===== src/rtl/pma_cfg_pkg.sv =====
package pma_cfg_pkg;

  // Scope of an access within a channel; bit 1 = transmit half, bit 0 = receive half
  typedef enum logic [1:0] {
    SIDE_NONE = 2'b00,
    SIDE_RX   = 2'b01,
    SIDE_TX   = 2'b10,
    SIDE_BOTH = 2'b11
  } side_e;

  function automatic logic side_has_tx(input side_e s);
    return s[1];
  endfunction

  function automatic logic side_has_rx(input side_e s);
    return s[0];
  endfunction

endpackage


===== src/rtl/pma_cfg_regfile.sv =====
module pma_cfg_regfile #(
  parameter int NUM_CH = 4,
  parameter int ADDR_W = 2,
  parameter int TX_W   = 3,
  parameter int RX_W   = 3
) (
  input  logic              clk,
  input  logic              rst_n,
  input  logic              we,
  input  logic              we_tx,
  input  logic              we_rx,
  input  logic [ADDR_W-1:0] addr,
  input  logic [TX_W-1:0]   tx_wdata,
  input  logic [RX_W-1:0]   rx_wdata,
  output logic [TX_W-1:0]   tx_rdata,
  output logic [RX_W-1:0]   rx_rdata
);

  logic [TX_W-1:0] tx_mem [NUM_CH];
  logic [RX_W-1:0] rx_mem [NUM_CH];

  for (genvar g = 0; g < NUM_CH; g++) begin : g_chan
    logic hit;
    logic tx_en;
    logic rx_en;

    always_comb begin
      hit   = we && (addr == ADDR_W'(g));
      tx_en = hit && we_tx;
      rx_en = hit && we_rx;
    end

    always_ff @(posedge clk or negedge rst_n) begin
      if (!rst_n) begin
        tx_mem[g] <= '0;
      end else if (tx_en) begin
        tx_mem[g] <= tx_wdata;
      end
    end

    always_ff @(posedge clk or negedge rst_n) begin
      if (!rst_n) begin
        rx_mem[g] <= '0;
      end else if (rx_en) begin
        rx_mem[g] <= rx_wdata;
      end
    end
  end

  always_comb begin
    tx_rdata = tx_mem[addr];
    rx_rdata = rx_mem[addr];
  end

endmodule


===== src/rtl/pma_cfg_seq.sv =====
module pma_cfg_seq
  import pma_cfg_pkg::*;
#(
  parameter int LATENCY = 8
) (
  input  logic  clk,
  input  logic  rst_n,
  input  logic  wr_stb,
  input  logic  rd_stb,
  input  side_e side,
  output logic  accept,
  output logic  finish,
  output logic  op_rd,
  output logic  busy,
  output logic  rd_valid,
  output logic  err
);

  localparam int CNT_W = $clog2(LATENCY + 1);

  logic             busy_q, busy_d;
  logic [CNT_W-1:0] cnt_q, cnt_d;
  logic             op_rd_q, op_rd_d;
  logic             valid_q, valid_d;
  logic             err_q, err_d;
  logic             any_stb;
  logic             illegal;

  always_comb begin
    any_stb = wr_stb || rd_stb;
    accept  = (wr_stb ^ rd_stb) && !busy_q && (side != SIDE_NONE);
    illegal = any_stb && !accept;
    finish  = busy_q && (cnt_q == '0);

    busy_d  = busy_q;
    cnt_d   = cnt_q;
    op_rd_d = op_rd_q;
    if (accept) begin
      busy_d  = 1'b1;
      cnt_d   = CNT_W'(LATENCY - 1);
      op_rd_d = rd_stb;
    end else if (finish) begin
      busy_d  = 1'b0;
    end else if (busy_q) begin
      cnt_d   = cnt_q - 1'b1;
    end

    valid_d = finish && op_rd_q;
    err_d   = err_q || illegal;
  end

  always_ff @(posedge clk or negedge rst_n) begin
    if (!rst_n) begin
      busy_q  <= 1'b0;
      cnt_q   <= '0;
      op_rd_q <= 1'b0;
      valid_q <= 1'b0;
      err_q   <= 1'b0;
    end else begin
      busy_q  <= busy_d;
      cnt_q   <= cnt_d;
      op_rd_q <= op_rd_d;
      valid_q <= valid_d;
      err_q   <= err_d;
    end
  end

  always_comb begin
    op_rd    = op_rd_q;
    busy     = busy_q;
    rd_valid = valid_q;
    err      = err_q;
  end

endmodule


===== src/rtl/pma_cfg_ctrl.sv =====
module pma_cfg_ctrl
  import pma_cfg_pkg::*;
#(
  parameter int NUM_CH  = 4,
  parameter int TX_W    = 3,
  parameter int RX_W    = 3,
  parameter int LATENCY = 8,
  parameter int ADDR_W  = (NUM_CH > 1) ? $clog2(NUM_CH) : 1
) (
  input  logic              clk,
  input  logic              rst_n,
  input  logic [ADDR_W-1:0] chan_addr,
  input  logic [1:0]        side_sel,
  input  logic              wr_stb,
  input  logic              rd_stb,
  input  logic [TX_W-1:0]   tx_swing_in,
  input  logic [RX_W-1:0]   rx_eq_in,
  output logic [TX_W-1:0]   tx_swing_out,
  output logic [RX_W-1:0]   rx_eq_out,
  output logic              busy,
  output logic              rd_valid,
  output logic              err
);

  side_e side_in;
  logic  accept, finish, op_rd;

  // captured access
  logic [ADDR_W-1:0] addr_q, addr_d;
  side_e             side_q, side_d;
  logic [TX_W-1:0]   txd_q, txd_d;
  logic [RX_W-1:0]   rxd_q, rxd_d;

  // read-back registers
  logic [TX_W-1:0]   txo_q, txo_d;
  logic [RX_W-1:0]   rxo_q, rxo_d;

  logic [TX_W-1:0]   tx_rdata;
  logic [RX_W-1:0]   rx_rdata;
  logic              mem_we, load_out;

  always_comb side_in = side_e'(side_sel);

  pma_cfg_seq #(.LATENCY(LATENCY)) u_seq (
    .clk      (clk),
    .rst_n    (rst_n),
    .wr_stb   (wr_stb),
    .rd_stb   (rd_stb),
    .side     (side_in),
    .accept   (accept),
    .finish   (finish),
    .op_rd    (op_rd),
    .busy     (busy),
    .rd_valid (rd_valid),
    .err      (err)
  );

  always_comb begin
    mem_we   = finish && !op_rd;
    load_out = finish && op_rd;

    addr_d = addr_q;
    side_d = side_q;
    txd_d  = txd_q;
    rxd_d  = rxd_q;
    if (accept) begin
      addr_d = chan_addr;
      side_d = side_in;
      txd_d  = tx_swing_in;
      rxd_d  = rx_eq_in;
    end

    txo_d = txo_q;
    rxo_d = rxo_q;
    if (load_out) begin
      txo_d = side_has_tx(side_q) ? tx_rdata : '0;
      rxo_d = side_has_rx(side_q) ? rx_rdata : '0;
    end
  end

  always_ff @(posedge clk or negedge rst_n) begin
    if (!rst_n) begin
      addr_q <= '0;
      side_q <= SIDE_NONE;
      txd_q  <= '0;
      rxd_q  <= '0;
      txo_q  <= '0;
      rxo_q  <= '0;
    end else begin
      addr_q <= addr_d;
      side_q <= side_d;
      txd_q  <= txd_d;
      rxd_q  <= rxd_d;
      txo_q  <= txo_d;
      rxo_q  <= rxo_d;
    end
  end

  pma_cfg_regfile #(
    .NUM_CH (NUM_CH),
    .ADDR_W (ADDR_W),
    .TX_W   (TX_W),
    .RX_W   (RX_W)
  ) u_rf (
    .clk      (clk),
    .rst_n    (rst_n),
    .we       (mem_we),
    .we_tx    (side_has_tx(side_q)),
    .we_rx    (side_has_rx(side_q)),
    .addr     (addr_q),
    .tx_wdata (txd_q),
    .rx_wdata (rxd_q),
    .tx_rdata (tx_rdata),
    .rx_rdata (rx_rdata)
  );

  always_comb begin
    tx_swing_out = txo_q;
    rx_eq_out    = rxo_q;
  end

endmodule


===== config.mk =====
export PLATFORM = sky130hd
export DESIGN_NAME = pma_cfg_ctrl
export DESIGN_NICKNAME = d
export VERILOG_FILES = /design/src/rtl/pma_cfg_pkg.sv /design/src/rtl/pma_cfg_regfile.sv /design/src/rtl/pma_cfg_seq.sv /design/src/rtl/pma_cfg_ctrl.sv
export SDC_FILE = /design/constraint.sdc
export NUM_CORES = 1
export LEC_CHECK = 0
export CAP_MARGIN = 20
export CORE_ASPECT_RATIO = 1.25
export CORE_MARGIN = 2
export CORE_UTILIZATION = 50
export CTS_BUF_LIST = sky130_fd_sc_hd__clkbuf_4
export DETAILED_ROUTE_END_ITERATION = 6
export PLACE_DENSITY = 0.69
export SYNTH_ARGS = -nofsm -noshare
export SYNTH_HDL_FRONTEND = slang
export SYNTH_SLANG_ARGS = --single-unit

===== constraint.sdc =====
create_clock -name clk -period 2.9 [get_ports clk]
set_input_delay 0.725 -clock clk [delete_from_list [all_inputs] [get_ports clk]]
set_output_delay 0.725 -clock clk [all_outputs]
set_load 0.05 [all_outputs]

==> impl_metrics.yaml <==
routing:
  wl_per_cell_um: 16.1
  vias_per_cell: 5.56
  vias: 1285
  first_iter_violations: 57
  drt_wl_total_mm: 3.72
  drt-pass1-iter-count: 4
  ant_nets: 0
  drc_errors: 0
status:
  status: "finished clean"
worst_setup_path:
  cp.required_ps: 2170
  path_max_fanout: 12
  worst-r2r-setup-slack_ps: 830
  worst_setup_path_end_kind: "primary output"
  r2r-start: "u_seq.cnt_q[0]$_DFFE_PN0P_"
  cp_top_family: "buffers and inverters"
  startpoint: "u_seq.busy$_DFFE_PN0P_"
  path_buf_inv: 1
  crit_path_cell_trace: "clkdlybuf4s50_1"
  crit_slowest_cell: "clkdlybuf4s50_1"
  max_stage_delay_ps: 890
  start_kind: "flop"
  crit_type: "reg -> out"
  critPathArrivalTime_ps: 1860
global_routing:
  grt_max_degree: 49
  grt_pass1_vias: 1392
  grtUsageTotal_pct: 17.5
  grt_pass1_wl_mm: 6.69
  antenna_found_initial: 0
  grt_overflow_total: 0
synth:
  synth_top_cell_by_area: "dfrtp_1"
  synthMuxAreaShare_pct: 23.5
  ys_types: 35
  synth_xor_area_share_pct: 0
  yosysWarnings: 0
  synth_top_family_by_area: "multiplexers"
  synthSimpleGateAreaFrac_pct: 10.4
  yosys_most_used_dff: "dfrtp_1"
  synth-edff-count: 0
  synth_fa_ha_area_share_pct: 1.71
  synth-seq-cells: 48
  yosys-top-cells-count: "dfrtp_1, mux2_1, mux2_2, a22o_1"
  synth_top_area_share_pct: 54.6
  syn_nets: 166
  ys_seq_area_share_pct: 54.6
  synth_area_leaders: "dfrtp_1, mux2_1, mux4_2"
  async_flop_share_pct: 100
  synthCells: 149
  synth_area_per_cell_um2: 14.8
  syn_area_um2: 2200
  synth_compound_area_share_pct: 6.03
  synth_most_common_cell: "dfrtp_1"
cells_and_area:
  final_util_pct: 57.8
  area_growth_syn_to_layout_pct: 13.5
  drive_gt1_share_pct: 24.9
  fillerInstances: 392
  n_antenna_cell: 0
  fin_nets: 189
floorplanning:
  die_area_um2: 4950
  fp-row-count: 27
  die_w_um: 63.3
  pin_count: 23
  die_h_um: 78.2
  core_um2: 4320
  start_util_pct: 50.9
place:
  dp_slack_ps: 406
  gp_congestion: 0.682
  hpwlAfterDp_mm: 2.72
  port_buffers: 22
clock_tree:
  clk_pin_slew_ps: 140
  clk_root_buffer_cell: "clkbuf_4"
  h-tree-depth: 2
  clockBufferDepth: 2
  clkLatencyLatePin_ps: 360
  postCtsSetupRepairBufs: 0
  cts_buffers: 5
  cts_hold_buf: 0
  clock_sinks: 48
  cts_tree: "yes"
  ctsResizeCount: 0
power:
  peakVddDrop_mv: 0.411
  finalPower_mw: 1.97
  leakage_nw: 1.23
  power_per_cell_area_nw_per_um2: 789
timing:
  rsz0062_at_grt: "no"
  postLayoutSetupSlackWorst_ps: 318
  slew_violations: 0
  worstMarginPinSlew_ps: 644
  holdWs_ps: 194
  finalCriticalPeriod_ps: 2580
  finalCritPeriodShare_pct: 89.0
  setup_viol: 0
  max_freq_mhz: 387
  finalClockSkew_ps: 11.9
  slew_headroom_pct: 57.1
  final-hold-violation-count: 0
  tns_ps: 0
worst_hold_path:
  hp-class: "in -> async"
run:
  drv_cap: 0
==> flip-flops by register name (all words and copies together), names as in the netlist <==
register and cells:
txd_q 3, side_q 2, u_seq.err 1, u_seq.busy 1
rxd_q 3, u_rf.rx_mem 12, tx_swing_out 3, rx_eq_out 3
addr_q 2, u_seq.rd_valid 1, u_rf.tx_mem 12, u_seq.cnt_q 4
u_seq.op_rd 1
==> per-layer routing <==
| layer | up-vias | wire [um] | GRT usage, % |
|---|---|---|---|
| li1 | 598 | - | - |
| met1 | 653 | 1620 | 22.0 |
| met2 | 27 | 1890 | 29.6 |
| met3 | 7 | 147 | 3.15 |
| met4 | 0 | 60 | 7.83 |
| met5 | - | 0 | 0 |
==> power breakdown <==
part | internal [mW] | total [mW] | switching [mW]
Clock | 0.0894 | 0.293 | 0.203
Sequential | 0.874 | 1.14 | 0.261
Combinational | 0.321 | 0.544 | 0.223
==> worst paths after layout <==
path,endpoint,cells past startpoint
min reg2reg,u_seq.err$_DFF_PN0_,1
min in group clk,u_seq.err$_DFF_PN0_,1
min,rxd_q[2]$_DFFE_PN0P_,1
max,busy,1
max reg2reg,u_rf.tx_mem[2]$_DFFE_PN0P_,5
max in group asynchronous,addr_q[1]$_DFFE_PN0P_,2
==> cell usage in the layout (no fill, tap or decap), types with 2 or more instances in the layout <==
| cell | Yosys | layout |
|---|---|---|
| o21ai_1 | 2 | 2 |
| o21ai_0 | 4 | 4 |
| mux4_2 | 6 | 6 |
| clkdlybuf4s50_1 | 0 | 21 |
| dfrtp_1 | 48 | 48 |
| inv_1 | 6 | 6 |
| clkinv_2 | 0 | 2 |
| and3_1 | 3 | 3 |
| and3_2 | 2 | 2 |
| clkbuf_4 | 0 | 5 |
| mux2_2 | 11 | 11 |
| a21oi_1 | 2 | 2 |
| nand2_1 | 5 | 5 |
| nand4_2 | 2 | 2 |
| nand4b_2 | 4 | 4 |
| mux2_1 | 18 | 18 |
| mux2_4 | 3 | 3 |
| a22o_1 | 8 | 8 |
| ha_1 | 3 | 3 |
==> cell type report <==
type                    instances  area (um^2)  share of cell area [%]
repair buffers                 23          235                    9.41
well taps                      58         72.6                    2.90
clock buffers                   5         37.5                    1.50
clock inverters                 3         13.8                   0.551
flip-flops and latches         48         1200                    48.1
inverters                       6         22.5                   0.901
multi-input cells              88          916                    36.7
==> cell families after synthesis <==
logic type,Yosys count
buf+inv,13
fa+ha+maj,3
compound gates,19
flops,48
mux,39
simple gates,27
==> through the flow <==
stage	instances	cell area [um^2]
after floorplan	149	2200
after global placement	222	2430
after detailed placement	222	2430
after CTS	230	2480
after global routing	231	2500
final	231	2500
Note: power is estimated with default switching activity, not from simulation.
